### config.mk
export PLATFORM = sky130hd
export DESIGN_NAME = i2c_reg_seq
export DESIGN_NICKNAME = d
export VERILOG_FILES = /design/src/rtl/i2c_reg_seq_pkg.sv /design/src/rtl/i2c_reg_seq_dp.sv /design/src/rtl/i2c_reg_seq_ctrl.sv /design/src/rtl/i2c_reg_seq.sv
export SDC_FILE = /design/constraint.sdc
export NUM_CORES = 1
export LEC_CHECK = 0
export BUFFER_PORTS_ARGS = -buffer_cell sky130_fd_sc_hd__buf_2
export CAP_MARGIN = 20
export CORE_AREA = 10 10 113 115
export DETAILED_ROUTE_END_ITERATION = 8
export DIE_AREA = 0 0 123 125
export PLACE_DENSITY_LB_ADDON = 0.3
export REMOVE_ABC_BUFFERS = 1
export SLEW_MARGIN = 40
export SYNTH_ARGS = -nofsm -noshare
export SYNTH_HDL_FRONTEND = slang
export SYNTH_SLANG_ARGS = --single-unit
### constraint.sdc
create_clock -name clk -period 2.4 [get_ports clk]
set_input_delay 0.12 -clock clk [delete_from_list [all_inputs] [get_ports clk]]
set_output_delay 0.12 -clock clk [all_outputs]
set_load 0.02 [all_outputs]
### src/rtl/i2c_reg_seq_pkg.sv
package i2c_reg_seq_pkg;

  typedef enum logic [1:0] {
    OP_READ  = 2'd0,
    OP_WRITE = 2'd1,
    OP_POLL  = 2'd2,
    OP_RSVD  = 2'd3
  } seqOp_t;

  typedef enum logic [1:0] {
    BSEL_SLA_W,
    BSEL_SLA_R,
    BSEL_REG,
    BSEL_DATA
  } byteSel_t;

  // control -> datapath strobes
  typedef struct packed {
    logic     loadReq;
    logic     loadGuard;
    logic     loadStep;
    logic     captureOk;
    logic     captureFail;
    logic     incAttempt;
    logic     clrAttempt;
    logic     addElapsed;
    logic     setPrevRead;
    logic     clrPrevRead;
    logic     setErr;
    logic     setTimeout;
    byteSel_t byteSel;
  } seqStrobe_t;

  // datapath -> control status
  typedef struct packed {
    logic   timerZero;
    logic   prevRead;
    logic   retryOk;
    logic   isAccess;
    logic   lastFail;
    logic   matchOk;
    logic   pollExpired;
    seqOp_t op;
  } seqStatus_t;

endpackage

### src/rtl/i2c_reg_seq_dp.sv
module i2c_reg_seq_dp
  import i2c_reg_seq_pkg::*;
#(
  parameter logic [6:0] SLAVE_ADDR = 7'h20,
  parameter int         GUARD_CYC  = 12500,
  parameter int         STEP_CYC   = 1500,
  parameter int         STEP_US    = 30,
  parameter int         RETRIES    = 3,
  parameter logic [7:0] FIFO_REG   = 8'h05,
  parameter logic [7:0] ACCESS_REG = 8'h00,
  parameter int         TMO_W      = 22
) (
  input  logic             clk,
  input  logic             rstN,
  input  seqStrobe_t       stb,
  output seqStatus_t       sts,
  input  logic [1:0]       reqOp,
  input  logic [7:0]       reqReg,
  input  logic [7:0]       reqData,
  input  logic [7:0]       reqSetMask,
  input  logic [7:0]       reqClrMask,
  input  logic [TMO_W-1:0] reqTimeoutUs,
  input  logic [7:0]       mstRdByte,
  output logic [7:0]       rspData,
  output logic             rspErr,
  output logic             rspTimeout,
  output logic [7:0]       cmdByte
);

  localparam int TMR_MAX = (GUARD_CYC > STEP_CYC) ? GUARD_CYC : STEP_CYC;
  localparam int TMR_W   = $clog2(TMR_MAX + 1);
  localparam int ATT_W   = $clog2(RETRIES + 1);
  localparam int ELA_W   = TMO_W + 1;

  seqOp_t           opQ;
  logic [7:0]       regQ, dataQ, setQ, clrQ, rdQ;
  logic [TMO_W-1:0] tmoQ;
  logic [ELA_W-1:0] elapsedQ;
  logic [TMR_W-1:0] tmrQ;
  logic [ATT_W-1:0] attQ;
  logic             prevReadQ, lastFailQ, errQ, toQ;

  always_ff @(posedge clk) begin
    if (!rstN) begin
      opQ <= OP_READ; regQ <= '0; dataQ <= '0; setQ <= '0; clrQ <= '0;
      tmoQ <= '0; rdQ <= 8'hFF; elapsedQ <= '0; tmrQ <= '0; attQ <= '0;
      prevReadQ <= 1'b0; lastFailQ <= 1'b0; errQ <= 1'b0; toQ <= 1'b0;
    end else begin
      if (stb.loadReq) begin
        opQ <= seqOp_t'(reqOp); regQ <= reqReg; dataQ <= reqData;
        setQ <= reqSetMask; clrQ <= reqClrMask; tmoQ <= reqTimeoutUs;
        elapsedQ <= '0; errQ <= 1'b0; toQ <= 1'b0;
      end else if (stb.addElapsed) begin
        elapsedQ <= elapsedQ + ELA_W'(STEP_US);
      end

      if (stb.loadGuard)      tmrQ <= TMR_W'(GUARD_CYC);
      else if (stb.loadStep)  tmrQ <= TMR_W'(STEP_CYC);
      else if (tmrQ != '0)    tmrQ <= tmrQ - 1'b1;

      if (stb.loadReq || stb.clrAttempt) attQ <= '0;
      else if (stb.incAttempt)           attQ <= attQ + 1'b1;

      if (stb.setPrevRead)      prevReadQ <= 1'b1;
      else if (stb.clrPrevRead) prevReadQ <= 1'b0;

      if (stb.captureOk) begin
        rdQ <= mstRdByte; lastFailQ <= 1'b0;
      end else if (stb.captureFail) begin
        rdQ <= 8'hFF; lastFailQ <= 1'b1;
      end

      if (stb.setErr)     errQ <= 1'b1;
      if (stb.setTimeout) toQ  <= 1'b1;
    end
  end

  always_comb begin
    sts.timerZero   = (tmrQ == '0);
    sts.prevRead    = prevReadQ;
    sts.retryOk     = (rdQ == 8'hFF) && (regQ != FIFO_REG) &&
                      ((int'(attQ) + 1) < RETRIES);
    sts.isAccess    = (regQ == ACCESS_REG);
    sts.lastFail    = lastFailQ;
    sts.matchOk     = ((rdQ & setQ) == setQ) && ((rdQ & clrQ) == 8'h00);
    sts.pollExpired = (elapsedQ >= {1'b0, tmoQ});
    sts.op          = opQ;
  end

  always_comb begin
    case (stb.byteSel)
      BSEL_SLA_W: cmdByte = {SLAVE_ADDR, 1'b0};
      BSEL_SLA_R: cmdByte = {SLAVE_ADDR, 1'b1};
      BSEL_REG:   cmdByte = regQ;
      default:    cmdByte = dataQ;
    endcase
  end

  assign rspData    = rdQ;
  assign rspErr     = errQ;
  assign rspTimeout = toQ;

endmodule

### src/rtl/i2c_reg_seq_ctrl.sv
module i2c_reg_seq_ctrl
  import i2c_reg_seq_pkg::*;
(
  input  logic       clk,
  input  logic       rstN,
  input  logic       reqValid,
  output logic       reqReady,
  output logic       rspValid,
  input  seqStatus_t sts,
  output seqStrobe_t stb,
  output logic       cmdValid,
  output logic       cmdStart,
  output logic       cmdStop,
  output logic       cmdRead,
  input  logic       mstDone,
  input  logic       mstNack
);

  typedef enum logic [3:0] {
    S_IDLE, S_BEGIN, S_GUARD, S_WSLA, S_WREG, S_WDAT,
    S_RSLA, S_RBYTE, S_EVAL, S_CHECK, S_STEP, S_RESP
  } seqState_t;

  seqState_t state, nextState;
  logic isWrite;

  assign isWrite = (sts.op == OP_WRITE);

  always_ff @(posedge clk) begin
    if (!rstN) state <= S_IDLE;
    else       state <= nextState;
  end

  always_comb begin
    stb = '0;
    stb.byteSel = BSEL_SLA_W;
    nextState = state;
    cmdValid = 1'b0; cmdStart = 1'b0; cmdStop = 1'b0; cmdRead = 1'b0;
    case (state)
      S_IDLE: if (reqValid) begin
        stb.loadReq = 1'b1; nextState = S_BEGIN;
      end
      S_BEGIN: begin
        if (sts.op == OP_POLL && sts.pollExpired) begin
          stb.setTimeout = 1'b1; nextState = S_RESP;
        end else if (sts.prevRead) begin
          stb.loadGuard = 1'b1; nextState = S_GUARD;
        end else nextState = S_WSLA;
      end
      S_GUARD: if (sts.timerZero) nextState = S_WSLA;
      S_WSLA, S_WREG: begin
        cmdValid = 1'b1;
        cmdStart = (state == S_WSLA);
        cmdStop  = (state == S_WREG) && !isWrite;
        stb.byteSel = (state == S_WSLA) ? BSEL_SLA_W : BSEL_REG;
        if (mstDone) begin
          if (mstNack) begin
            if (isWrite) begin
              stb.clrPrevRead = 1'b1; stb.setErr = 1'b1; nextState = S_RESP;
            end else begin
              stb.captureFail = 1'b1; nextState = S_EVAL;
            end
          end else if (state == S_WSLA) nextState = S_WREG;
          else nextState = isWrite ? S_WDAT : S_RSLA;
        end
      end
      S_WDAT: begin
        cmdValid = 1'b1; cmdStop = 1'b1; stb.byteSel = BSEL_DATA;
        if (mstDone) begin
          stb.clrPrevRead = 1'b1;
          stb.setErr = mstNack;
          nextState = S_RESP;
        end
      end
      S_RSLA: begin
        cmdValid = 1'b1; cmdStart = 1'b1; stb.byteSel = BSEL_SLA_R;
        if (mstDone) begin
          if (mstNack) begin
            stb.captureFail = 1'b1; nextState = S_EVAL;
          end else nextState = S_RBYTE;
        end
      end
      S_RBYTE: begin
        cmdValid = 1'b1; cmdRead = 1'b1; cmdStop = 1'b1;
        if (mstDone) begin
          stb.captureOk = 1'b1; nextState = S_EVAL;
        end
      end
      S_EVAL: begin
        stb.setPrevRead = 1'b1; stb.incAttempt = 1'b1;
        if (sts.retryOk) nextState = S_BEGIN;
        else begin
          stb.setErr = sts.lastFail && !sts.isAccess;
          nextState = (sts.op == OP_POLL) ? S_CHECK : S_RESP;
        end
      end
      S_CHECK: begin
        if (sts.matchOk) nextState = S_RESP;
        else begin
          stb.loadStep = 1'b1; stb.clrAttempt = 1'b1; nextState = S_STEP;
        end
      end
      S_STEP: if (sts.timerZero) begin
        stb.addElapsed = 1'b1; nextState = S_BEGIN;
      end
      S_RESP: nextState = S_IDLE;
      default: nextState = S_IDLE;
    endcase
  end

  assign reqReady = (state == S_IDLE);
  assign rspValid = (state == S_RESP);

endmodule

### src/rtl/i2c_reg_seq.sv
module i2c_reg_seq
  import i2c_reg_seq_pkg::*;
#(
  parameter int         CLK_FREQ_HZ = 50_000_000,
  parameter logic [6:0] SLAVE_ADDR  = 7'h20,
  parameter int         GUARD_US    = 250,
  parameter int         STEP_US     = 30,
  parameter int         RETRIES     = 3,
  parameter logic [7:0] FIFO_REG    = 8'h05,
  parameter logic [7:0] ACCESS_REG  = 8'h00,
  parameter int         TMO_W       = 22
) (
  input  logic             clk,
  input  logic             rstN,
  input  logic             reqValid,
  output logic             reqReady,
  input  logic [1:0]       reqOp,
  input  logic [7:0]       reqReg,
  input  logic [7:0]       reqData,
  input  logic [7:0]       reqSetMask,
  input  logic [7:0]       reqClrMask,
  input  logic [TMO_W-1:0] reqTimeoutUs,
  output logic             rspValid,
  output logic [7:0]       rspData,
  output logic             rspErr,
  output logic             rspTimeout,
  output logic             cmdValid,
  output logic             cmdStart,
  output logic             cmdStop,
  output logic             cmdRead,
  output logic [7:0]       cmdByte,
  input  logic             mstDone,
  input  logic             mstNack,
  input  logic [7:0]       mstRdByte
);

  localparam int CYC_PER_US = CLK_FREQ_HZ / 1_000_000;
  localparam int GUARD_CYC  = GUARD_US * CYC_PER_US;
  localparam int STEP_CYC   = STEP_US * CYC_PER_US;

  seqStrobe_t stb;
  seqStatus_t sts;

  i2c_reg_seq_ctrl u_ctrl (
    .clk(clk), .rstN(rstN), .reqValid(reqValid), .reqReady(reqReady),
    .rspValid(rspValid), .sts(sts), .stb(stb),
    .cmdValid(cmdValid), .cmdStart(cmdStart), .cmdStop(cmdStop),
    .cmdRead(cmdRead), .mstDone(mstDone), .mstNack(mstNack)
  );

  i2c_reg_seq_dp #(
    .SLAVE_ADDR(SLAVE_ADDR), .GUARD_CYC(GUARD_CYC), .STEP_CYC(STEP_CYC),
    .STEP_US(STEP_US), .RETRIES(RETRIES), .FIFO_REG(FIFO_REG),
    .ACCESS_REG(ACCESS_REG), .TMO_W(TMO_W)
  ) u_dp (
    .clk(clk), .rstN(rstN), .stb(stb), .sts(sts),
    .reqOp(reqOp), .reqReg(reqReg), .reqData(reqData),
    .reqSetMask(reqSetMask), .reqClrMask(reqClrMask),
    .reqTimeoutUs(reqTimeoutUs), .mstRdByte(mstRdByte),
    .rspData(rspData), .rspErr(rspErr), .rspTimeout(rspTimeout),
    .cmdByte(cmdByte)
  );

endmodule

==> summary.md, run 1 <==
| Metric | Value |
|---|---|
| Crit path kind | flip-flop to flip-flop |
| RSZ-0062 raised after global routing | no |
| Pleak | between 0.002 and 0.003 uW |
| DP Wirelength | about 10000 um |
| Num CTS Buffers | 9 |
| Most frequent cells in the layout | nand2_1, dfxtp_1, buf_2 |
| Final worst slack | 197 ps |
| Routed Wire Length | between 10,000 and 15,000 um |
| Final nets | 943 |
| CTS Buffer Depth | 2 |
| DRC viols | 0 |
| Yosys warns | 0 |
| Vias post-DR | 5,234 |
| Die footprint | around 15,000 sq um |
| Initial drt markers | between 400 and 500 |
| Critical Path AT | around 2500 ps |
| Asr flop ratio synth | 0 |
| Min-Delay Path Class | primary input to flip-flop |
| Initial Util | 0.532 |
| Yosys cell types | 50 |
| Pwr dens | around 780 nW/um^2 |
| Htree depth | 3 |
| DRT Pass-1 Iters | 5 |
| Wirelength per Cell | ~14 um |
| Final min period | approximately 2200 ps |
| Final period util | 0.918 |
| Crit path largest cell delay | 470 ps |
| Placed standard-cell area | around 6300 sq um |
| Largest net degree at the start of global routing | 57 |
| Post-synthesis sequential area ratio | 0.391 |
| Antenna-violating nets left | 0 |
| Maximum vdd drop | about 0.53 mV |
| Fin. Hold Viols | 0 |
| Mapped Area | ~5600 sq um |
| Layout cells sized above 1 | 0.151 |
| Setup Viol. Count Final | 0 |
| Routability cong. | 0.881 |
| Worst path slowest cell | nor3b_1 |
| First-pass GRT wire length | approximately 25,000 um |
| Slew HR | 0.635 |
| WP data required | about 2700 ps |
| Layout area overhead | 23.5% |
| Pins Over Slew Limit | 0 |
| Diodes inserted | 0 |
| Synthesis-stage register bit count | 110 |
| Least-Margin Pin Slew | 542 ps |
| DR vias/cell | roughly 5.3 |
| Critical Path Start Type | flip-flop |
| Top Ports | 93 |
| Initial antenna violation count | 0 |
| Vias in the first global route | about 5,300 |
| Status | complete, no violations |
| Cells after synthesis | between 700 and 800 |
| CTS tree | done |
| Worst hold slack | between 0.8 and 0.9 ps |
| Rows | 38 |
| Reg clk slew, reported paths | about 100 ps |
| Most used flip-flop cell after synthesis | dfxtp_1 |
| Commonest non-fill, non-tap cell in the layout | nand2_1 |
| Die width | about 120 um |
| GRT Util Overall | 0.189 |
| Number of synthesized flops with an enable pin | 0 |
| Max_cap viols | 0 |
| Max Clock Freq | approximately 0.45 GHz |
| Setup repair bufs after CTS | 0 |
| Grt total ovfl | 0 |
| Syn Area/Cell | ~8 sq um |
| Design area | 6960 sq um |
| # clock sinks | 110 |
| Final setup TNS | 0 ps |
| Core Util, Final | 0.657 |
| Root Buffer | clkbuf_8 |
| Core ar. | ~11,000 sq um |
| Worst Skew | between 10 and 15 ps |
| CP Cell Sequence | buf_4, nor3b_1, nand3b_1, nand2b_1, and2_1, o211ai_1, nor2_1 |
| Worst-skew pair later-pin latency | between 300 and 400 ps |
| Max Fanout on Critical Path | 18 |
| IO buf count | 92 |
| Die height | between 100 and 150 um |
| Worst setup EP type | flip-flop |
| Pre-CTS WS | between 200 and 250 ps |
==> state kept, by name (all words and copies together) (netlist names) <==
register / flops
u_dp.attQ: 2
u_dp.tmoQ: 22
u_ctrl.state: 4
u_dp.regQ: 8
u_dp.opQ: 2
u_dp.rspData: 8
u_dp.dataQ: 8
u_dp.lastFailQ: 1
u_dp.clrQ: 8
u_dp.rspTimeout: 1
u_dp.rspErr: 1
u_dp.prevReadQ: 1
u_dp.elapsedQ: 22
u_dp.tmrQ: 14
u_dp.setQ: 8
==> cell families after synthesis <==
family,count (synthesis),synth area share
AND/OR/NAND/NOR,317,0.257
flip-flops,110,0.391
AO/OA/AOI/OAI,149,0.176
adder cells (fa/ha/maj),25,0.0555
XOR/XNOR,27,0.0419
buffers and inverters,73,0.0508
multiplexers,16,0.0284
==> per-layer routing <==
| layer | global-route usage | wire (um) | share of wire | vias up |
|---|---|---|---|---|
| met5 | 0 | 0 | 0 | - |
| met4 | 0.0480 | 167 | 0.012 | 0 |
| met3 | 0.0630 | 875 | 0.061 | 14 |
| met2 | 0.325 | 7150 | 0.50 | 121 |
| met1 | 0.218 | 6080 | 0.43 | 2415 |
| li1 | - | - | - | 2684 |
==> report_power, final <==
group | switching (uW) | leakage (uW) | total [uW] | internal [uW]
Clock | 631 | 0.0000920 | 1110 | 478
Combinational | 1180 | 0.00184 | 2020 | 838
Sequential | 192 | 0.000896 | 2280 | 2090
==> Yosys cell counts, drive strengths merged (2+ instances only) <==
cell type	count	area, sq um
o31ai	2	15.0
or3	7	43.8
a21oi	27	139
nand2b	6	37.5
nand2	153	574
nand3b	5	37.5
xnor2	21	184
dfxtp	110	2200
o21a	7	52.6
ha	25	313
mux2i	16	160
a31oi	2	12.5
nand4b	2	17.5
o21ai	29	145
clkbuf	26	97.6
o21bai	2	15.0
nand3	12	60.1
nand4	13	81.3
nor3b	4	35.0
nor3	20	100
buf	10	50.1
a21o	3	22.5
a211oi	5	37.5
o211ai	4	30.0
o32ai	2	17.5
and3	4	25.0
a21boi	60	450
nor2b	6	37.5
nor2	68	255
nor4	8	77.6
and2	4	25.0
xor2	6	52.6
inv	37	139
==> worst max-delay path, delay by kind of cell (launching register included) <==
kind / cells / cell delay (ps)
compound gates: 1 / 260
simple gates: 5 / 1240
flops: 1 / 340
buf+inv: 1 / 220
==> timing repair <==
action / 4_1_cts / 5_1_grt
resized for setup: 0 / 1
hold buffers: 51 / 1
endpoints found under the setup margin: 0 / 1
endpoints found under the hold margin: 51 / 1
==> stage by stage <==
stage                     power [uW]  instances
final                           5410        992
after global routing            5800        992
after CTS                       5390        991
after detailed placement        4250        926
after global placement          4150        926
after floorplan                 3640        681
==> path summary, 6_finish.rpt <==
check | slack, ps | cells past startpoint | startpoint | to
hold / removal | 0.8 | 3 | reqTimeoutUs[21] | u_dp.tmoQ[21]
hold reg to reg | 470 | 2 | u_dp.tmoQ[18] | u_dp.tmoQ[18]
setup reg to reg | 200 | 7 | u_ctrl.state[0] | u_dp.tmrQ[9]
setup / recovery | 200 | 7 | u_ctrl.state[0] | u_dp.tmrQ[9]
==> final cells by class <==
type                            instances  area, sq um
Multi-Input combinational cell        534         3160
Clock buffer                            9          124
Sequential cell                       110         2200
Fill cell                             874         3640
Tap cell                              140          175
Timing Repair Buffer                  157         1100
Inverter                               37          139
Clock inverter                          5         60.1
No activity file was read; power rests on OpenSTA's default activity.
==> run 2: changes to the inputs <==
--- a/config.mk
+++ b/config.mk
@@ -5,7 +5,7 @@
 export SDC_FILE = /design/constraint.sdc
 export NUM_CORES = 1
 export LEC_CHECK = 0
-export BUFFER_PORTS_ARGS = -buffer_cell sky130_fd_sc_hd__buf_2
+export BUFFER_PORTS_ARGS = -buffer_cell sky130_fd_sc_hd__buf_4
 export CAP_MARGIN = 20
 export CORE_AREA = 10 10 113 115
 export DETAILED_ROUTE_END_ITERATION = 8
==> run 2 against run 1 <==
- largest power group unchanged
- cell count fell by 0.71%
- largest cell class unchanged
- routed wire length shrank 1.4%
- combinational power is essentially flat
- total power is 0.88% higher
- worst setup slack got worse by 78 ps
- clock power barely moved
- design area grew 1.9%
- count of clock-buffer cells in the layout grew 2
==> summary.md, run 2 (same netlist as run 1, synthesis figures left out) <==
| Metric | Value |
|---|---|
| Status | complete, no violations (unchanged) |
| DR vias/cell | 5.30 (was 5.28) |
| WP data required | 2720 ps (was 2650 ps) |
| Top cell by count, worst path | nand4_1 |
| Top Ports | 93 (unchanged) |
| Crit Reg-Reg Endpoint | u_ctrl.state[3] (was u_dp.tmrQ[9]) |
| Pre-CTS WS | 93.0 ps (was 209 ps) |
| Pins Over Slew Limit | 0 (unchanged) |
| Slew HR | 0.642 (was 0.635) |
| Diodes inserted | 0 (unchanged) |
| R2R cell count | 7 (unchanged) |
| Max_cap viols | 0 (unchanged) |
| Root Buffer | clkbuf_8 (unchanged) |
| Initial antenna violation count | 0 (unchanged) |
| Final min period | 2280 ps (was 2200 ps) |
| Hold depth | 3 (unchanged) |
| Placed insts | 927 (was 926) |
| Worst path slowest cell | or3b_2 (was nor3b_1) |
| Least-Margin Pin Slew | 535 ps (was 542 ps) |
| Cell Count, Final, Fillers Out | 985 (was 992) |
| First-pass GRT wire length | 23,700 um (was 24,600 um) |
| Htree depth | 3 (unchanged) |
| Fin. Hold Viols | 0 (unchanged) |
| Crit path largest cell delay | 490 ps (was 470 ps) |
| DRC viols | 0 (unchanged) |
| RSZ-0062 raised after global routing | no (unchanged) |
| Routed Wire Length | 14,100 um (was 14,300 um) |
| # fillers | 864 (was 874) |
| Final period util | 0.951 (was 0.918) |
| Layout area overhead | 25.8% (was 23.5%) |
| CTS tree | done (unchanged) |
| Vias post-DR | 5,218 (was 5,234) |
| Layout cells sized above 1 | 0.156 (was 0.151) |
| Maximum vdd drop | 0.559 mV (was 0.529 mV) |
| Num CTS Buffers | 9 (unchanged) |
| Die footprint | 15,400 sq um (unchanged) |
| Pwr dens | 769 nW/um^2 (was 776 nW/um^2) |
| DRT Pass-1 Iters | 5 (unchanged) |
| Hold path start | reqTimeoutUs[4] (was reqTimeoutUs[21]) |
| IO buf count | 92 (unchanged) |
| Design area | 7090 sq um (was 6960 sq um) |
| Wirelength per Cell | 14.3 um (was 14.4 um) |
| Worst setup EP type | flip-flop (unchanged) |
| Setup repair bufs after CTS | 0 (unchanged) |
| Critical Path Start Type | flip-flop (unchanged) |
| Antenna-violating nets left | 0 (unchanged) |
| Grt total ovfl | 0 (unchanged) |
| Largest net degree at the start of global routing | 44 (was 57) |
| Initial Util | 0.532 (unchanged) |
| Commonest non-fill, non-tap cell in the layout | nand2_1 (unchanged) |
| Reg-to-reg startpoint | u_dp.elapsedQ[18] (was u_ctrl.state[0]) |
| DP Wirelength | 10,300 um (was 9990 um) |
| PnR Total Power | 5450 uW (was 5410 uW) |
| Worst Skew | 10.5 ps (was 11.0 ps) |
| Rows | 38 (unchanged) |
| Final nets | 934 (was 943) |
| # clock sinks | 110 (unchanged) |
| Setup Viol. Count Final | 0 (unchanged) |
| Initial drt markers | 330 (was 416) |
| Pleak | 0.00286 uW (was 0.00282 uW) |
| Top Registers | u_dp.elapsedQ: 22 flops, u_dp.tmoQ: 22 flops, u_dp.tmrQ: 14 flops (unchanged) |
| GRT Util Overall | 0.183 (was 0.189) |
| Final worst slack | 119 ps (was 197 ps) |
| WHS Endpoint | u_dp.tmoQ[4] (was u_dp.tmoQ[21]) |
| Die height | 125 um (unchanged) |
| Routability cong. | 0.859 (was 0.881) |
| Worst-skew pair later-pin latency | 380 ps (was 370 ps) |
| CTS Buffer Depth | 2 (unchanged) |
| Critical Path AT | 2600 ps (was 2450 ps) |
| Core ar. | 10,600 sq um (unchanged) |
| Min-Delay Path Class | primary input to flip-flop (unchanged) |
| Crit path kind | flip-flop to flip-flop (unchanged) |
| Most frequent cells in the layout | nand2_1, dfxtp_1, buf_4 (was nand2_1, dfxtp_1, buf_2) |
| Vias in the first global route | 5,288 (was 5,337) |
| Reg clk slew, reported paths | 100 ps (about the same) |
| CP Cell Sequence | ha_1, nand4_1, nor4_2, o211ai_1, nand4_1, or3b_2, nand3_1 (was buf_4, nor3b_1, nand3b_1, nand2b_1, and2_1, o211ai_1, nor2_1) |
| Die width | 123 um (unchanged) |
| Max Clock Freq | 0.438 GHz (was 0.454 GHz) |
| R2R Setup Slk | 120 ps (was 200 ps) |
| Max Fanout on Critical Path | 6 (was 18) |
| Placed standard-cell area | 6460 sq um (was 6250 sq um) |
run 2: what timing repair did:
action                                  CTS  global route
gates resized for setup                   0             2
endpoints found under the hold margin    40             2
endpoints found under the setup margin    0             6
hold buffers                             40             2
run 2: metrics by stage:
stage | setup TNS (ps) | util | hold WS, ps
2_1_floorplan | -59230 | - | 196
3_3_place_gp | 0 | 0.610 | 381
3_5_place_dp | 0 | 0.610 | 389
4_1_cts | 0 | 0.666 | 0.0666
5_1_grt | 0 | 0.669 | 3.36
6_report | 0 | 0.669 | 9.66
run 2: area by class of cell:
type,count,area (sq um),area share
sequential,110,2200,0.310
clock buffer,11,141,0.0199
tap,140,175,0.0247
multi-input combinational,534,3160,0.446
inverter,37,139,0.0196
clock inverter,5,58.8,0.00829
timing repair buffer,148,1220,0.171
run 2: worst max-delay path: cells and delay by family, from the launching register on:
kind	cells	cell delay [ps]
simple gates	5	1360
compound gates	1	170
fa+ha+maj	1	340
flops	1	370
run 2: per-layer routing:
| layer | track usage | share of wire |
|---|---|---|
| met5 | 0 | 0 |
| met4 | 0.0569 | 0.013 |
| met3 | 0.0540 | 0.054 |
| met2 | 0.314 | 0.50 |
| met1 | 0.213 | 0.44 |
run 2: where the power goes:
part	internal, uW	leakage (uW)	switching (uW)
sequential	2090	0.000896	195
clock	512	0.0000955	632
combinational	865	0.00187	1160
total	3460	0.00286	1990
run 2: worst max-delay path by stage:
| stage | to | start | cells past startpoint |
|---|---|---|---|
| 4_1_cts | u_ctrl.state[3] | u_dp.elapsedQ[18] | 7 |
| 5_1_grt | u_ctrl.state[3] | u_dp.elapsedQ[18] | 7 |
| 2_1_floorplan | u_dp.elapsedQ[12] | u_ctrl.state[0] | 4 |
| 6_report | u_ctrl.state[3] | u_dp.elapsedQ[18] | 7 |
| 3_5_place_dp | u_ctrl.state[3] | u_dp.elapsedQ[18] | 7 |
| 3_3_place_gp | u_ctrl.state[3] | u_dp.elapsedQ[18] | 7 |
==> run 3: changes to the inputs <==
--- a/config.mk
+++ b/config.mk
@@ -5,11 +5,11 @@
 export SDC_FILE = /design/constraint.sdc
 export NUM_CORES = 1
 export LEC_CHECK = 0
-export BUFFER_PORTS_ARGS = -buffer_cell sky130_fd_sc_hd__buf_4
 export CAP_MARGIN = 20
 export CORE_AREA = 10 10 113 115
 export DETAILED_ROUTE_END_ITERATION = 8
 export DIE_AREA = 0 0 123 125
+export DONT_BUFFER_PORTS = 1
 export PLACE_DENSITY_LB_ADDON = 0.3
 export REMOVE_ABC_BUFFERS = 1
 export SLEW_MARGIN = 40
==> run 3 against run 2 <==
- utilization is 2.7 points lower
- via count is 3.6% lower
- die area stayed put
- cell count is 5.8% lower
- largest power group unchanged
- non-clock buffer count is 57 lower
- clock skew is 2.8 ps lower
- combinational power hardly changed
- total power is 3.5% higher
- first-iteration DRC count is 10% lower
- count of clock-buffer cells in the layout is 1 lower
==> summary.md, run 3 (same netlist as run 1, synthesis figures left out) <==
| Metric | Value |
|---|---|
| Max_cap viols | 0 (unchanged) |
| Htree depth | 3 (unchanged) |
| Worst setup EP type | flip-flop (unchanged) |
| Top Ports | 93 (unchanged) |
| Layout area overhead | 20.6% (was 25.8%) |
| Pleak | 0.00260 uW (was 0.00286 uW) |
| First-pass GRT wire length | 24,000 um (was 23,700 um) |
| Min-Delay Path Class | primary input to flip-flop (unchanged) |
| Die width | 123 um (unchanged) |
| Routability cong. | 0.874 (was 0.859) |
| Final min period | 2300 ps (was 2280 ps) |
| Die footprint | 15,400 sq um (unchanged) |
| Final nets | 877 (was 934) |
| Pwr dens | 830 nW/um^2 (was 769 nW/um^2) |
| Largest net degree at the start of global routing | 82 (was 44) |
| Initial Util | 0.532 (unchanged) |
| Diodes inserted | 0 (unchanged) |
| Gate power share | 0.356 (was 0.372) |
| Max Fanout on Critical Path | 4 (was 6) |
| Sw frac | 0.354 (was 0.365) |
| Internal | 3650 uW (was 3460 uW) |
| Vias in the first global route | 5,111 (was 5,288) |
| Pins Over Slew Limit | 0 (unchanged) |
| GRT Util Overall | 0.187 (was 0.183) |
| WP data required | 2740 ps (was 2720 ps) |
| DR vias/cell | 5.42 (was 5.30) |
| Clock power frac | 0.241 (was 0.210) |
| Num CTS Buffers | 9 (unchanged) |
| Core ar. | 10,600 sq um (unchanged) |
| Routed Wire Length | 14,400 um (was 14,100 um) |
| CTS Buffer Depth | 2 (unchanged) |
| Layout cells sized above 1 | 0.0673 (was 0.156) |
| Root Buffer | clkbuf_8 (unchanged) |
| Critical Path AT | 2640 ps (was 2600 ps) |
| DRC viols | 0 (unchanged) |
| Core Util, Final | 0.641 (was 0.669) |
| Maximum vdd drop | 0.690 mV (was 0.559 mV) |
| Rows | 38 (unchanged) |
| Reg clk slew, reported paths | 100 ps (about the same) |
| Critical Path Start Type | flip-flop (unchanged) |
| Antenna-violating nets left | 0 (unchanged) |
| Fin. Hold Viols | 0 (unchanged) |
| Initial antenna violation count | 0 (unchanged) |
| CTS tree | done (unchanged) |
| R2R Setup Slk | 100 ps (was 120 ps) |
| Status | complete, no violations (unchanged) |
| Wirelength per Cell | 15.5 um (was 14.3 um) |
| Grt total ovfl | 0 (unchanged) |
| Max Clock Freq | 0.436 GHz (was 0.438 GHz) |
| DRT Pass-1 Iters | 4 (was 5) |
| Die height | 125 um (unchanged) |
| Final period util | 0.957 (was 0.951) |
| Worst hold slack | 23.1 ps (was 9.66 ps) |
| Initial drt markers | 297 (was 330) |
| Setup Viol. Count Final | 0 (unchanged) |
| Slew HR | 0.628 (was 0.642) |
| Commonest non-fill, non-tap cell in the layout | nand2_1 (unchanged) |
| # clock sinks | 110 (unchanged) |
| Crit path kind | flip-flop to flip-flop (unchanged) |
| IO buf count | 0 (was 92) |
| Worst-skew pair later-pin latency | 390 ps (was 380 ps) |
| Vias post-DR | 5,030 (was 5,218) |
| Top Registers | u_dp.elapsedQ: 22 flops, u_dp.tmoQ: 22 flops, u_dp.tmrQ: 14 flops (unchanged) |
| Least-Margin Pin Slew | 556 ps (was 535 ps) |
| DP Wirelength | 9930 um (was 10,300 um) |
| Seq pwr share | 0.404 (was 0.418) |
| Psw | 2000 uW (was 1990 uW) |
| Most frequent cells in the layout | nand2_1, dfxtp_1, nor2_1 (was nand2_1, dfxtp_1, buf_4) |
| Worst Skew | 7.72 ps (was 10.5 ps) |
==> run 3: cell types whose count changed in the layout (fill, tap and decap cells not counted), sizes merged <==
cell,delta
clkbuf,-1
dlygate4sd3,+23
clkinvlp,-2
bufinv,+2
clkinv,+1
buf,-80
==> run 3: per-layer routing <==
metal / up-vias / GRT usage / share of wire / routed length, um
li1: 2548 / - / - / -
met1: 2367 / 0.208 / 0.41 / 5890
met2: 101 / 0.329 / 0.51 / 7370
met3: 14 / 0.0612 / 0.064 / 919
met4: 0 / 0.0583 / 0.013 / 180
met5: - / 0 / 0 / 0
==> run 3: final timing paths <==
kind                startpoint              end  cells after the start
hold / removal         mstNack  u_ctrl.state[2]                      3
hold reg to reg   u_dp.setQ[2]     u_dp.setQ[2]                      2
setup / recovery  u_dp.tmoQ[6]     u_dp.tmrQ[2]                      9
setup reg to reg  u_dp.tmoQ[6]     u_dp.tmrQ[2]                      9
==> run 3: through the flow <==
stage                     cells  TNS (ps)  instance area [sq um]  setup WS, ps  power, uW
after floorplan             681    -59230                   5490         -1110       3640
after global placement      844         0                   5850           286       4070
after detailed placement    844         0                   5850           169       4170
after CTS                   926         0                   6780           137       5610
after global routing        928     -32.3                   6800         -18.4       6010
final                       928         0                   6800           104       5650
==> run 3: cell type report <==
cell class / count / area, sq um
repair buffers: 91 / 878
inverters: 37 / 139
clock buffers: 10 / 138
fillers: 889 / 3800
well taps: 140 / 175
clock inverters: 6 / 109
flip-flops and latches: 110 / 2200
multi-input cells: 534 / 3160
==> run 3: repair_timing <==
item | CTS | global route
setup buffers | 0 | 2
setup endpoints to repair | 0 | 8
hold buffers | 66 | 0
endpoints found under the hold margin | 83 | 0
gates resized for setup | 0 | 2
==> run 3: critical path, stage by stage (launching register included) <==
cell	delay (ps)
dfxtp_1	350
inv_1	50
ha_1	310
a21oi_1	140
o21ai_0	140
o211ai_1	190
nand4_1	230
buf_4	210
o21ai_0	430
o21a_1	200
==> run 3: power groups by stage <==
stage	logic (uW)	clock network [uW]	registers (uW)
2_1_floorplan	1290	0	2350
3_3_place_gp	1770	0	2300
3_5_place_dp	1850	0	2320
4_1_cts	1960	1370	2280
5_1_grt	2250	1450	2320
6_report	2010	1360	2280
